**config.mk**
```make
export PLATFORM = sky130hd
export DESIGN_NAME = pinmux_gpio_regs
export DESIGN_NICKNAME = d
export VERILOG_FILES = /design/src/rtl/pinmux_pkg.sv /design/src/rtl/pinmux_sync.sv /design/src/rtl/pinmux_port_dec.sv /design/src/rtl/pinmux_port.sv /design/src/rtl/pinmux_gpio_regs.sv
export SDC_FILE = /design/constraint.sdc
export NUM_CORES = 2
export LEC_CHECK = 0
export BUFFER_PORTS_ARGS = -buffer_cell sky130_fd_sc_hd__buf_4
export CAP_MARGIN = 10
export CORE_AREA = 3 3 403 405
export DETAILED_ROUTE_END_ITERATION = 10
export DIE_AREA = 0 0 406 408
export PLACE_DENSITY_LB_ADDON = 0.1
export SKIP_LAST_GASP = 1
export SLEW_MARGIN = 20
export SYNTH_ARGS = -nofsm -noshare
export SYNTH_HDL_FRONTEND = slang
export SYNTH_SLANG_ARGS = --single-unit
```
**constraint.sdc**
```tcl
create_clock -name clk_i -period 2.34 [get_ports clk_i]
set_input_delay 0.468 -clock clk_i [delete_from_list [all_inputs] [get_ports clk_i]]
set_output_delay 0.468 -clock clk_i [all_outputs]
set_load 0.05 [all_outputs]
```
**src/rtl/pinmux_pkg.sv**
```systemverilog
package pinmux_pkg;
  localparam int unsigned PINS     = 32;
  localparam int unsigned FUNC_W   = 3;
  localparam int unsigned DRV_W    = 2;
  localparam int unsigned PULL_W   = 2;
  localparam int unsigned BIAS_W   = 4;
  localparam int unsigned STRIDE   = 36;   // 0x24 bytes per port
  localparam int unsigned GRP_BASE = 768;  // 0x300
  localparam logic [FUNC_W-1:0] FN_IN  = 3'd0;
  localparam logic [FUNC_W-1:0] FN_OUT = 3'd1;

  typedef enum logic [2:0] {
    K_NONE, K_FUNC, K_DATA, K_DRV, K_PULL, K_GRP
  } reg_kind_e;
endpackage

```
**src/rtl/pinmux_sync.sv**
```systemverilog
module pinmux_sync #(
  parameter int unsigned W = 32
) (
  input  logic         clk_i,
  input  logic         rst_ni,
  input  logic [W-1:0] d_i,
  output logic [W-1:0] q_o
);
  logic [W-1:0] s1_q, s2_q;

  always_ff @(posedge clk_i or negedge rst_ni) begin
    if (!rst_ni) begin
      s1_q <= '0;
      s2_q <= '0;
    end else begin
      s1_q <= d_i;
      s2_q <= s1_q;
    end
  end

  assign q_o = s2_q;
endmodule

```
**src/rtl/pinmux_port_dec.sv**
```systemverilog
module pinmux_port_dec
  import pinmux_pkg::*;
#(
  parameter int unsigned AW       = 12,
  parameter int unsigned PORT_IDX = 0
) (
  input  logic [AW-1:0] addr_i,
  output reg_kind_e     kind_o,
  output logic [1:0]    idx_o
);
  localparam logic [AW-1:0] BASE = AW'(PORT_IDX * STRIDE);
  localparam logic [AW-1:0] GRP  = AW'(GRP_BASE + 4 * PORT_IDX);

  logic [AW-1:0] off;

  always_comb begin
    off    = addr_i - BASE;
    kind_o = K_NONE;
    idx_o  = 2'd0;
    if (addr_i == GRP) begin
      kind_o = K_GRP;
    end else if (addr_i >= BASE) begin
      case (off)
        AW'(0):  begin kind_o = K_FUNC; idx_o = 2'd0; end
        AW'(4):  begin kind_o = K_FUNC; idx_o = 2'd1; end
        AW'(8):  begin kind_o = K_FUNC; idx_o = 2'd2; end
        AW'(12): begin kind_o = K_FUNC; idx_o = 2'd3; end
        AW'(16): kind_o = K_DATA;
        AW'(20): begin kind_o = K_DRV;  idx_o = 2'd0; end
        AW'(24): begin kind_o = K_DRV;  idx_o = 2'd1; end
        AW'(28): begin kind_o = K_PULL; idx_o = 2'd0; end
        AW'(32): begin kind_o = K_PULL; idx_o = 2'd1; end
        default: kind_o = K_NONE;
      endcase
    end
  end
endmodule

```
**src/rtl/pinmux_port.sv**
```systemverilog
module pinmux_port
  import pinmux_pkg::*;
(
  input  logic                     clk_i,
  input  logic                     rst_ni,
  input  logic                     wr_i,
  input  reg_kind_e                kind_i,
  input  logic [1:0]               idx_i,
  input  logic [31:0]              wdata_i,
  input  logic [PINS-1:0]          pad_in_i,
  output logic [31:0]              rdata_o,
  output logic [PINS-1:0]          out_o,
  output logic [PINS-1:0]          oe_o,
  output logic [PINS*FUNC_W-1:0]   func_o,
  output logic [PINS*DRV_W-1:0]    drv_o,
  output logic [PINS*PULL_W-1:0]   pull_o,
  output logic [BIAS_W-1:0]        bias_o
);
  logic [PINS-1:0][FUNC_W-1:0] func_q;
  logic [PINS-1:0][DRV_W-1:0]  drv_q;
  logic [PINS-1:0][PULL_W-1:0] pull_q;
  logic [PINS-1:0]             dout_q;
  logic [BIAS_W-1:0]           bias_q;
  logic [PINS-1:0]             pin_sync;

  pinmux_sync #(.W(PINS)) u_sync (
    .clk_i  (clk_i),
    .rst_ni (rst_ni),
    .d_i    (pad_in_i),
    .q_o    (pin_sync)
  );

  always_ff @(posedge clk_i or negedge rst_ni) begin
    if (!rst_ni) begin
      func_q <= '0;
      drv_q  <= '0;
      pull_q <= '0;
      dout_q <= '0;
      bias_q <= '0;
    end else if (wr_i) begin
      case (kind_i)
        K_FUNC: for (int j = 0; j < 8; j++)
                  func_q[{idx_i, 3'(j)}] <= wdata_i[4*j +: FUNC_W];
        K_DATA: dout_q <= wdata_i;
        K_DRV:  for (int j = 0; j < 16; j++)
                  drv_q[{idx_i[0], 4'(j)}] <= wdata_i[2*j +: DRV_W];
        K_PULL: for (int j = 0; j < 16; j++)
                  pull_q[{idx_i[0], 4'(j)}] <= wdata_i[2*j +: PULL_W];
        K_GRP:  bias_q <= wdata_i[BIAS_W-1:0];
        default: ;
      endcase
    end
  end

  always_comb begin
    rdata_o = '0;
    case (kind_i)
      K_FUNC: for (int j = 0; j < 8; j++)
                rdata_o[4*j +: FUNC_W] = func_q[{idx_i, 3'(j)}];
      K_DATA: for (int p = 0; p < PINS; p++)
                rdata_o[p] = (func_q[p] == FN_OUT) ? dout_q[p] : pin_sync[p];
      K_DRV:  for (int j = 0; j < 16; j++)
                rdata_o[2*j +: DRV_W] = drv_q[{idx_i[0], 4'(j)}];
      K_PULL: for (int j = 0; j < 16; j++)
                rdata_o[2*j +: PULL_W] = pull_q[{idx_i[0], 4'(j)}];
      K_GRP:  rdata_o[BIAS_W-1:0] = bias_q;
      default: ;
    endcase
  end

  always_comb begin
    for (int p = 0; p < PINS; p++) oe_o[p] = (func_q[p] == FN_OUT);
  end

  assign out_o  = dout_q;
  assign func_o = func_q;
  assign drv_o  = drv_q;
  assign pull_o = pull_q;
  assign bias_o = bias_q;
endmodule

```
**src/rtl/pinmux_gpio_regs.sv**
```systemverilog
module pinmux_gpio_regs
  import pinmux_pkg::*;
#(
  parameter int unsigned NP = 3,
  parameter int unsigned AW = 12
) (
  input  logic                     clk_i,
  input  logic                     rst_ni,
  input  logic                     req_i,
  input  logic                     we_i,
  input  logic [AW-1:0]            addr_i,
  input  logic [31:0]              wdata_i,
  output logic [31:0]              rdata_o,
  input  logic [NP*PINS-1:0]       pad_in_i,
  output logic [NP*PINS-1:0]       pad_out_o,
  output logic [NP*PINS-1:0]       pad_oe_o,
  output logic [NP*PINS*FUNC_W-1:0] pad_func_o,
  output logic [NP*PINS*DRV_W-1:0] pad_drv_o,
  output logic [NP*PINS*PULL_W-1:0] pad_pull_o,
  output logic [NP*BIAS_W-1:0]     pad_bias_o
);
  logic [NP-1:0][31:0] port_rd;
  logic [31:0]         rd_any;
  logic                wr;

  assign wr = req_i & we_i;

  for (genvar p = 0; p < NP; p++) begin : g_port
    reg_kind_e  kind;
    logic [1:0] idx;

    pinmux_port_dec #(.AW(AW), .PORT_IDX(p)) u_dec (
      .addr_i (addr_i),
      .kind_o (kind),
      .idx_o  (idx)
    );

    pinmux_port u_port (
      .clk_i    (clk_i),
      .rst_ni   (rst_ni),
      .wr_i     (wr),
      .kind_i   (kind),
      .idx_i    (idx),
      .wdata_i  (wdata_i),
      .pad_in_i (pad_in_i[p*PINS +: PINS]),
      .rdata_o  (port_rd[p]),
      .out_o    (pad_out_o[p*PINS +: PINS]),
      .oe_o     (pad_oe_o[p*PINS +: PINS]),
      .func_o   (pad_func_o[p*PINS*FUNC_W +: PINS*FUNC_W]),
      .drv_o    (pad_drv_o[p*PINS*DRV_W +: PINS*DRV_W]),
      .pull_o   (pad_pull_o[p*PINS*PULL_W +: PINS*PULL_W]),
      .bias_o   (pad_bias_o[p*BIAS_W +: BIAS_W])
    );
  end

  // at most one port decodes a given address
  always_comb begin
    rd_any = '0;
    for (int p = 0; p < NP; p++) rd_any = rd_any | port_rd[p];
  end

  always_ff @(posedge clk_i or negedge rst_ni) begin
    if (!rst_ni)             rdata_o <= '0;
    else if (req_i && !we_i) rdata_o <= rd_any;
  end
endmodule

```
* Yosys cells after proc, flatten, opt, wreduce, memory -nomap -nowiden
Index checks and enable logic that the tools add are counted.
** Storage, ports and cells
- Flip-flop bits (word level) :: 1004
- Input port bits :: 144
- Output and inout bits :: 908
- Word-level logic and storage cells :: 1361
** Cells by class
- $add $sub $neg :: 2
- Order comparisons :: 147
- Eq/ne operators :: 138
- Muxes and demuxes :: 666
- Bitwise gates (word level) :: 3
- Reduce and logical (&&, ||, !) cells :: 104
** Operators by type and width (number)
- bitwise mux 64 bit :: 96
- bitwise mux 96 bit :: 24
- 2-to-1 mux 2 bit :: 246
- less-than comparator 5 x 6 -> 1 bit (second input constant) :: 72
- greater-or-equal comparator 5 x 1 -> 1 bit (second input constant) :: 72
- equality test 3 x 1 -> 1 bit (second input constant) :: 99
- one-hot mux 3 bit (4 select lines) :: 24
- 2-to-1 mux 3 bit :: 54
- binary-select mux 3 bit (select 2 bit) :: 24
- demux 3 bit (select 2 bit) :: 24
- equality test 12 x 5 -> 1 bit (second input constant) :: 12
- demux 2 bit (select 1 bit) :: 48
- 2-to-1 mux 1 bit :: 96
- logical AND 1 bit :: 73
- equality test 12 x 4 -> 1 bit (second input constant) :: 6
- OR 32 bit :: 2
- one-hot mux 1 bit (3 select lines) :: 21
- one-hot mux 3 bit (5 select lines) :: 3
- equality test 12 x 10 -> 1 bit (second input constant) :: 3
- equality test 12 x 3 -> 1 bit (second input constant) :: 3
- equality test 12 x 6 -> 1 bit (second input constant) :: 3
- zero test 12 bit :: 3
- AND reduction 2 bit :: 15
- equality test 3 x 2 -> 1 bit (second input constant) :: 6
- other kinds (13) :: 31

* Longest topological paths before layout
- Depth in word-level cells :: 26
- Gate-level depth with buffers :: 17
- Gate-level depth less buffers :: 10

* Cells and area by module
From an unflattened synthesis, not the netlist that was laid out.
** Second synthesis, totals
- Cell total of the unflattened synthesis :: 3056
- Area total of the unflattened synthesis :: 44176.1 µm²
** Modules (own cells, without submodules)
- pinmux_port (g_port[1].u_port ...) :: instances 2, cells an instance 896, area each 12305.6 µm², seq. area each 6506.2 µm²
- pinmux_port (g_port[0].u_port) :: instances 1, cells an instance 877, area each 12508.2 µm², seq. area each 6506.2 µm²
- pinmux_sync :: instances 3, cells an instance 64, area each 1601.5 µm², seq. area each 1601.5 µm²
- pinmux_gpio_regs :: instances 1, cells an instance 102, area each 1566.5 µm², seq. area each 800.8 µm²
- pinmux_port_dec (g_port[2].u_dec) :: instances 1, cells an instance 45, area each 311.5 µm², seq. area each 0.0 µm²
- pinmux_port_dec (g_port[1].u_dec) :: instances 1, cells an instance 28, area each 226.5 µm², seq. area each 0.0 µm²
- pinmux_port_dec (g_port[0].u_dec) :: instances 1, cells an instance 20, area each 147.6 µm², seq. area each 0.0 µm²

* Worst setup path before layout
No wires, ideal clock.
- Path kind :: in2reg
- Start :: input port addr_i[3]
- End :: register rdata_o[18]
- Setup time :: 126 ps
- Arrival time :: 3912 ps
- Data required time :: 2214 ps
- Slack :: -1698 ps
- Stages on the path :: 16
- Path buffers :: 6
- Cells stage by stage :: buf_2 buf_2 buf_1 inv_1 ha_1 clkbuf_1 nor2b_1 nor4_1 o21ai_1 a2111o_1 buf_6 buf_6 mux2_4 a222oi_1 o21ai_1 o32a_1
** Between the ends
- Longest elaborated chain between the ends :: 11
- Elaborated cells on any way between the ends :: 100
- Classes of those cells :: add/sub: 2; order compare: 3; eq/ne: 39; mux: 39; bitwise: 2; reduce/logical: 15
** RTL lines
- start: declaration :: line pinmux_gpio_regs.sv:11 : input logic [AW-1:0] addr_i,
- subtractor 12 x 6 -> 12 bit :: line pinmux_port_dec.sv:17 : off = addr_i - BASE;
- equality test 12 x 3 -> 1 bit (tied with other cells) :: line pinmux_port_dec.sv:23 : case (off)
- OR reduction 3 bit (no line)
- one-hot mux 2 bit (3 select lines) :: line pinmux_port_dec.sv:23
- 2-to-1 mux 2 bit :: line pinmux_port_dec.sv:22 : end else if (addr_i >= BASE) begin
- 2-to-1 mux 2 bit :: line pinmux_port_dec.sv:20 : if (addr_i == GRP) begin
- binary-select mux 3 bit (select 2 bit) (tied with other cells) :: line pinmux_port.sv:59 : rdata_o[4*j +: FUNC_W] = func_q[{idx_i, 3'(j)}];
- 2-to-1 mux 3 bit (implied by the code) (tied with other cells) :: line pinmux_port.sv:59
- one-hot mux 3 bit (4 select lines) :: line pinmux_port.sv:57 : case (kind_i)
- OR 32 bit :: line pinmux_gpio_regs.sv:59 : for (int p = 0; p < NP; p++) rd_any = rd_any | port_rd[p];
- OR 32 bit * :: line pinmux_gpio_regs.sv:59
- end signal: assignment :: line pinmux_gpio_regs.sv:64 : else if (req_i && !we_i) rdata_o <= rd_any;
- end: declaration :: line pinmux_gpio_regs.sv:13 : output logic [31:0] rdata_o,
Mark *: on every way between the ends. The rest lies on a longest branch, timed or not. The select of a mux whose other input is x is not followed.
A chain may end at the register's enable or synchronous reset.

* Final worst setup path
- Start :: input port addr_i[0]
- End :: register rdata_o[25]
Same word-level chain as after synthesis.

==> run metrics <==
PnR worst setup slack -0.567 ns; XOR/XNOR share of the synthesized area 0.000398; initial antenna violation count 14; Worst EP required 2.97 ns; CP peak stage delay 0.80 ns; gpl congestion 0.933; failing checks setup timing; clk root buf clkbuf_16; asr flop ratio synth 1.00; Crit path top cell by count buf_4; # IOs 1052; Bufs and invs on worst path 4; CP cell instances buf_12 -> or4_4 -> nor2_8 -> nand2_2 -> buf_6 -> a222oi_1 -> buf_4 -> o221ai_4 -> a21oi_2 -> o221ai_1 -> buf_4 -> o32a_1; peak supply drop 0.513 mV; Data arrival, critical path 3.54 ns; final worst-path cycle share 1.24; clock skew 0.0357 ns; Worst setup SP type input pin; crit-path leading delay family compound AO/OA/AOI/OAI gates; setup TNS -171.31 ns; vias 38.7k; max_cap viols 0; placement row count 146; clk sinks 1004; DPL Wire Length 208000 um; syn nets 3438; htree depth 3; slew at the pin closest to its max-slew limit 0.922 ns; Main synth FF type dfrtp_1; number of flops mapped to enable cells by yosys 0; adder-cell area share of the yosys netlist 0.000285; simple-gate share of the synthesized area 0.0655; nets@finish 5500; DRT Wirelength 272000 um; hold crit path type in2async; Distinct cells, synth 85; Via-to-Cell Ratio 5.14; Finish-stage setup viols 614; total CTS buffers 119; Mapped Area 44000 sq um; Max FO, Critical Path 3; Antenna Nets Post-Route 0; GRT overflow 0; DP Worst Slack -1.83 ns; fin crit period 2.91 ns; Crit Path Category in2reg; placed cell count 7042; core area 159000 sq um; CTS tree built; Syn-to-layout area delta 61.8%; pwr dens 566 nW/um^2; first-pass GRT wire length 358000 um; largest net degree at the start of global routing 101; Syn Area/Cell 13.4 sq um; DR iter-0 viols 2711; DRT Pass-1 Iters 5; post-synthesis compound-gate area fraction 0.0753; Clock Tree Buf Depth 3; worst rel slew slack 0.385; Final Hold Vio Count 0; clk slew on worst S/H paths 0.06 ns; Total Die Area 166000 sq um; RSZ-0062 raised after global routing true; Yosys warnings 0; Final Instance Count excl. Fillers 7527; number of remaining DRC errors 0; R2R Setup Slk -0.50 ns; max-slew violations 0; fillers 14.9k; IO Port Bufs 1051; static leakage 35.4 nW; Starting Density 0.277; flops & latches, synth 1004; Seq/Total Area, Yosys 0.571; later-pin clock latency in the skew report 0.76 ns; Tot GR Track Use 0.315; WL per Instance 36.1 um; status finished, violations left; layout cell share with drive strength beyond 1 0.619; f_max 344 MHz; Util after Layout 0.448; die width 406 um; Slowest-stage cell, CP a222oi_1; Die Height 408 um; Critical Path End Type flop; mux contribution to synthesized area 0.263; Post-Syn Instances 3293; main combinational cell family by area after synthesis multiplexers; vias in the first global route 39.4k
[report_power, final]
part           switching, W  internal (W)  leakage, nW  total (W)
clock network       0.00799        0.0110         1.94     0.0190
logic               0.00229       0.00123         19.9    0.00353
registers          0.000139        0.0176         13.5     0.0178
[per-stage QoR]
stage                     total power, W  hold slack, ns  instance area, sq um
after detailed placement          0.0212           0.335                 61900
after global routing              0.0415           0.181                 71100
after global placement            0.0212           0.332                 61900
final                             0.0403           0.197                 71200
after floorplan                   0.0191           0.172                 44800
after CTS                         0.0406           0.150                 69700
[what timing repair did]
item / 4_1_cts / 5_1_grt
pin swaps: 91 / 74
resized for setup: 344 / 195
cloned: 19 / 10
hold buffers: 97 / 0
buffers inserted: 102 / 52
endpoints found under the hold margin: 286 / 0
endpoints found under the setup margin: 635 / 647
[cell usage in the layout, fill, tap and decap left out, types with 15 or more instances in the layout]
master         count
mux2i_1          188
nor3b_2           18
clkbuf_1          23
clkinv_2          21
nor3b_1           78
mux2_4           207
buf_6             75
a31oi_1           15
buf_4           1855
nand3_1           26
o32a_1            19
nor3_1            19
a22oi_1           16
a21oi_1           80
buf_12           113
dfrtp_1         1003
o22ai_1           22
mux2_2           613
clkbuf_16        128
nand2_1          139
o21ai_0           53
dlygate4sd3_1     97
clkbuf_8          33
nor3_4            15
nor2_1            82
buf_16            19
o221ai_1          20
mux2i_4           17
[synthesized netlist by cell type, types with 12 or more instances]
| library cell | instances | area, sq um |
|---|---|---|
| a2111oi_0 | 13 | 114 |
| a211oi_1 | 20 | 150 |
| a21oi_1 | 90 | 450 |
| a221oi_1 | 12 | 105 |
| a222oi_1 | 14 | 140 |
| a22oi_1 | 19 | 143 |
| a31oi_1 | 16 | 100 |
| a32oi_1 | 12 | 105 |
| buf_1 | 19 | 71.3 |
| buf_2 | 69 | 345 |
| clkbuf_1 | 147 | 552 |
| dfrtp_1 | 1004 | 25100 |
| mux2_1 | 24 | 270 |
| mux2_2 | 808 | 9100 |
| mux2i_1 | 217 | 2170 |
| nand2_1 | 152 | 571 |
| nand2b_1 | 15 | 93.8 |
| nand3_1 | 33 | 165 |
| nor2_1 | 99 | 372 |
| nor3_1 | 36 | 180 |
| nor3b_1 | 99 | 743 |
| nor4_1 | 17 | 106 |
| o2111ai_1 | 12 | 105 |
| o21ai_0 | 69 | 345 |
| o221ai_1 | 32 | 280 |
| o22ai_1 | 28 | 175 |
| o32a_1 | 19 | 190 |
[layer usage]
| metal | wire [um] | part of all wire | global-route usage | vias up |
|---|---|---|---|---|
| met4 | 11100 | 0.041 | 0.0981 | 2 |
| met2 | 132000 | 0.48 | 0.534 | 1503 |
| met5 | 9 | 0.000033 | 0 | - |
| li1 | - | - | - | 16400 |
| met3 | 19900 | 0.073 | 0.0804 | 345 |
| met1 | 109000 | 0.40 | 0.393 | 20400 |
[registers in the layout (all words and copies together), names as in the netlist]
register / cells
g_port.u_port.bias_o: 12
g_port.u_port.drv_o: 192
g_port.u_port.func_o: 288
g_port.u_port.out_o: 96
g_port.u_port.pull_o: 192
g_port.u_port.u_sync.q_o: 96
g_port.u_port.u_sync.s1_q: 96
rdata_o: 32
[worst paths after layout]
path / from / endpoint / cells past startpoint
worst max-delay path: addr_i[0] / rdata_o[25] / 12
worst max register to register: g_port[0].u_port.func_o[91] / rdata_o[25] / 9
worst min-delay path: rst_ni / g_port[2].u_port.u_sync.s1_q[11] / 2
worst min register to register: g_port[1].u_port.u_sync.s1_q[30] / g_port[1].u_port.u_sync.q_o[30] / 0
min in group clk_i: wdata_i[15] / g_port[2].u_port.pull_o[47] / 2
max in group asynchronous: rst_ni / g_port[2].u_port.u_sync.q_o[28] / 4
[cells by family after synthesis]
group / count (synthesis)
AO/OA/AOI/OAI: 457
buffers and inverters: 247
multiplexers: 1051
flip-flops: 1004
XOR/XNOR: 2
adder cells (fa/ha/maj): 1
AND/OR/NAND/NOR: 531
[worst register-to-register path, cell delays in order, from the launching register on]
cell and delay, ns:
dfrtp_1 0.38, buf_6 0.13, mux2_4 0.27, a222oi_1 0.75, buf_4 0.26, o221ai_4 0.16
a21oi_2 0.15, o221ai_1 0.11, buf_4 0.18, o32a_1 0.33
[final cells by class]
type | instances | area [sq um] | share of cell area
flip-flops and latches | 1004 | 25100 | 0.353
well taps | 2072 | 2590 | 0.0364
diodes | 7 | 17.5 | 0.000246
repair buffers | 2182 | 19000 | 0.266
multi-input cells | 2042 | 20500 | 0.288
clock buffers | 175 | 3520 | 0.0494
inverters | 6 | 35.0 | 0.000492
clock inverters | 39 | 420 | 0.00591
Note: power is estimated with default switching activity, not from simulation.
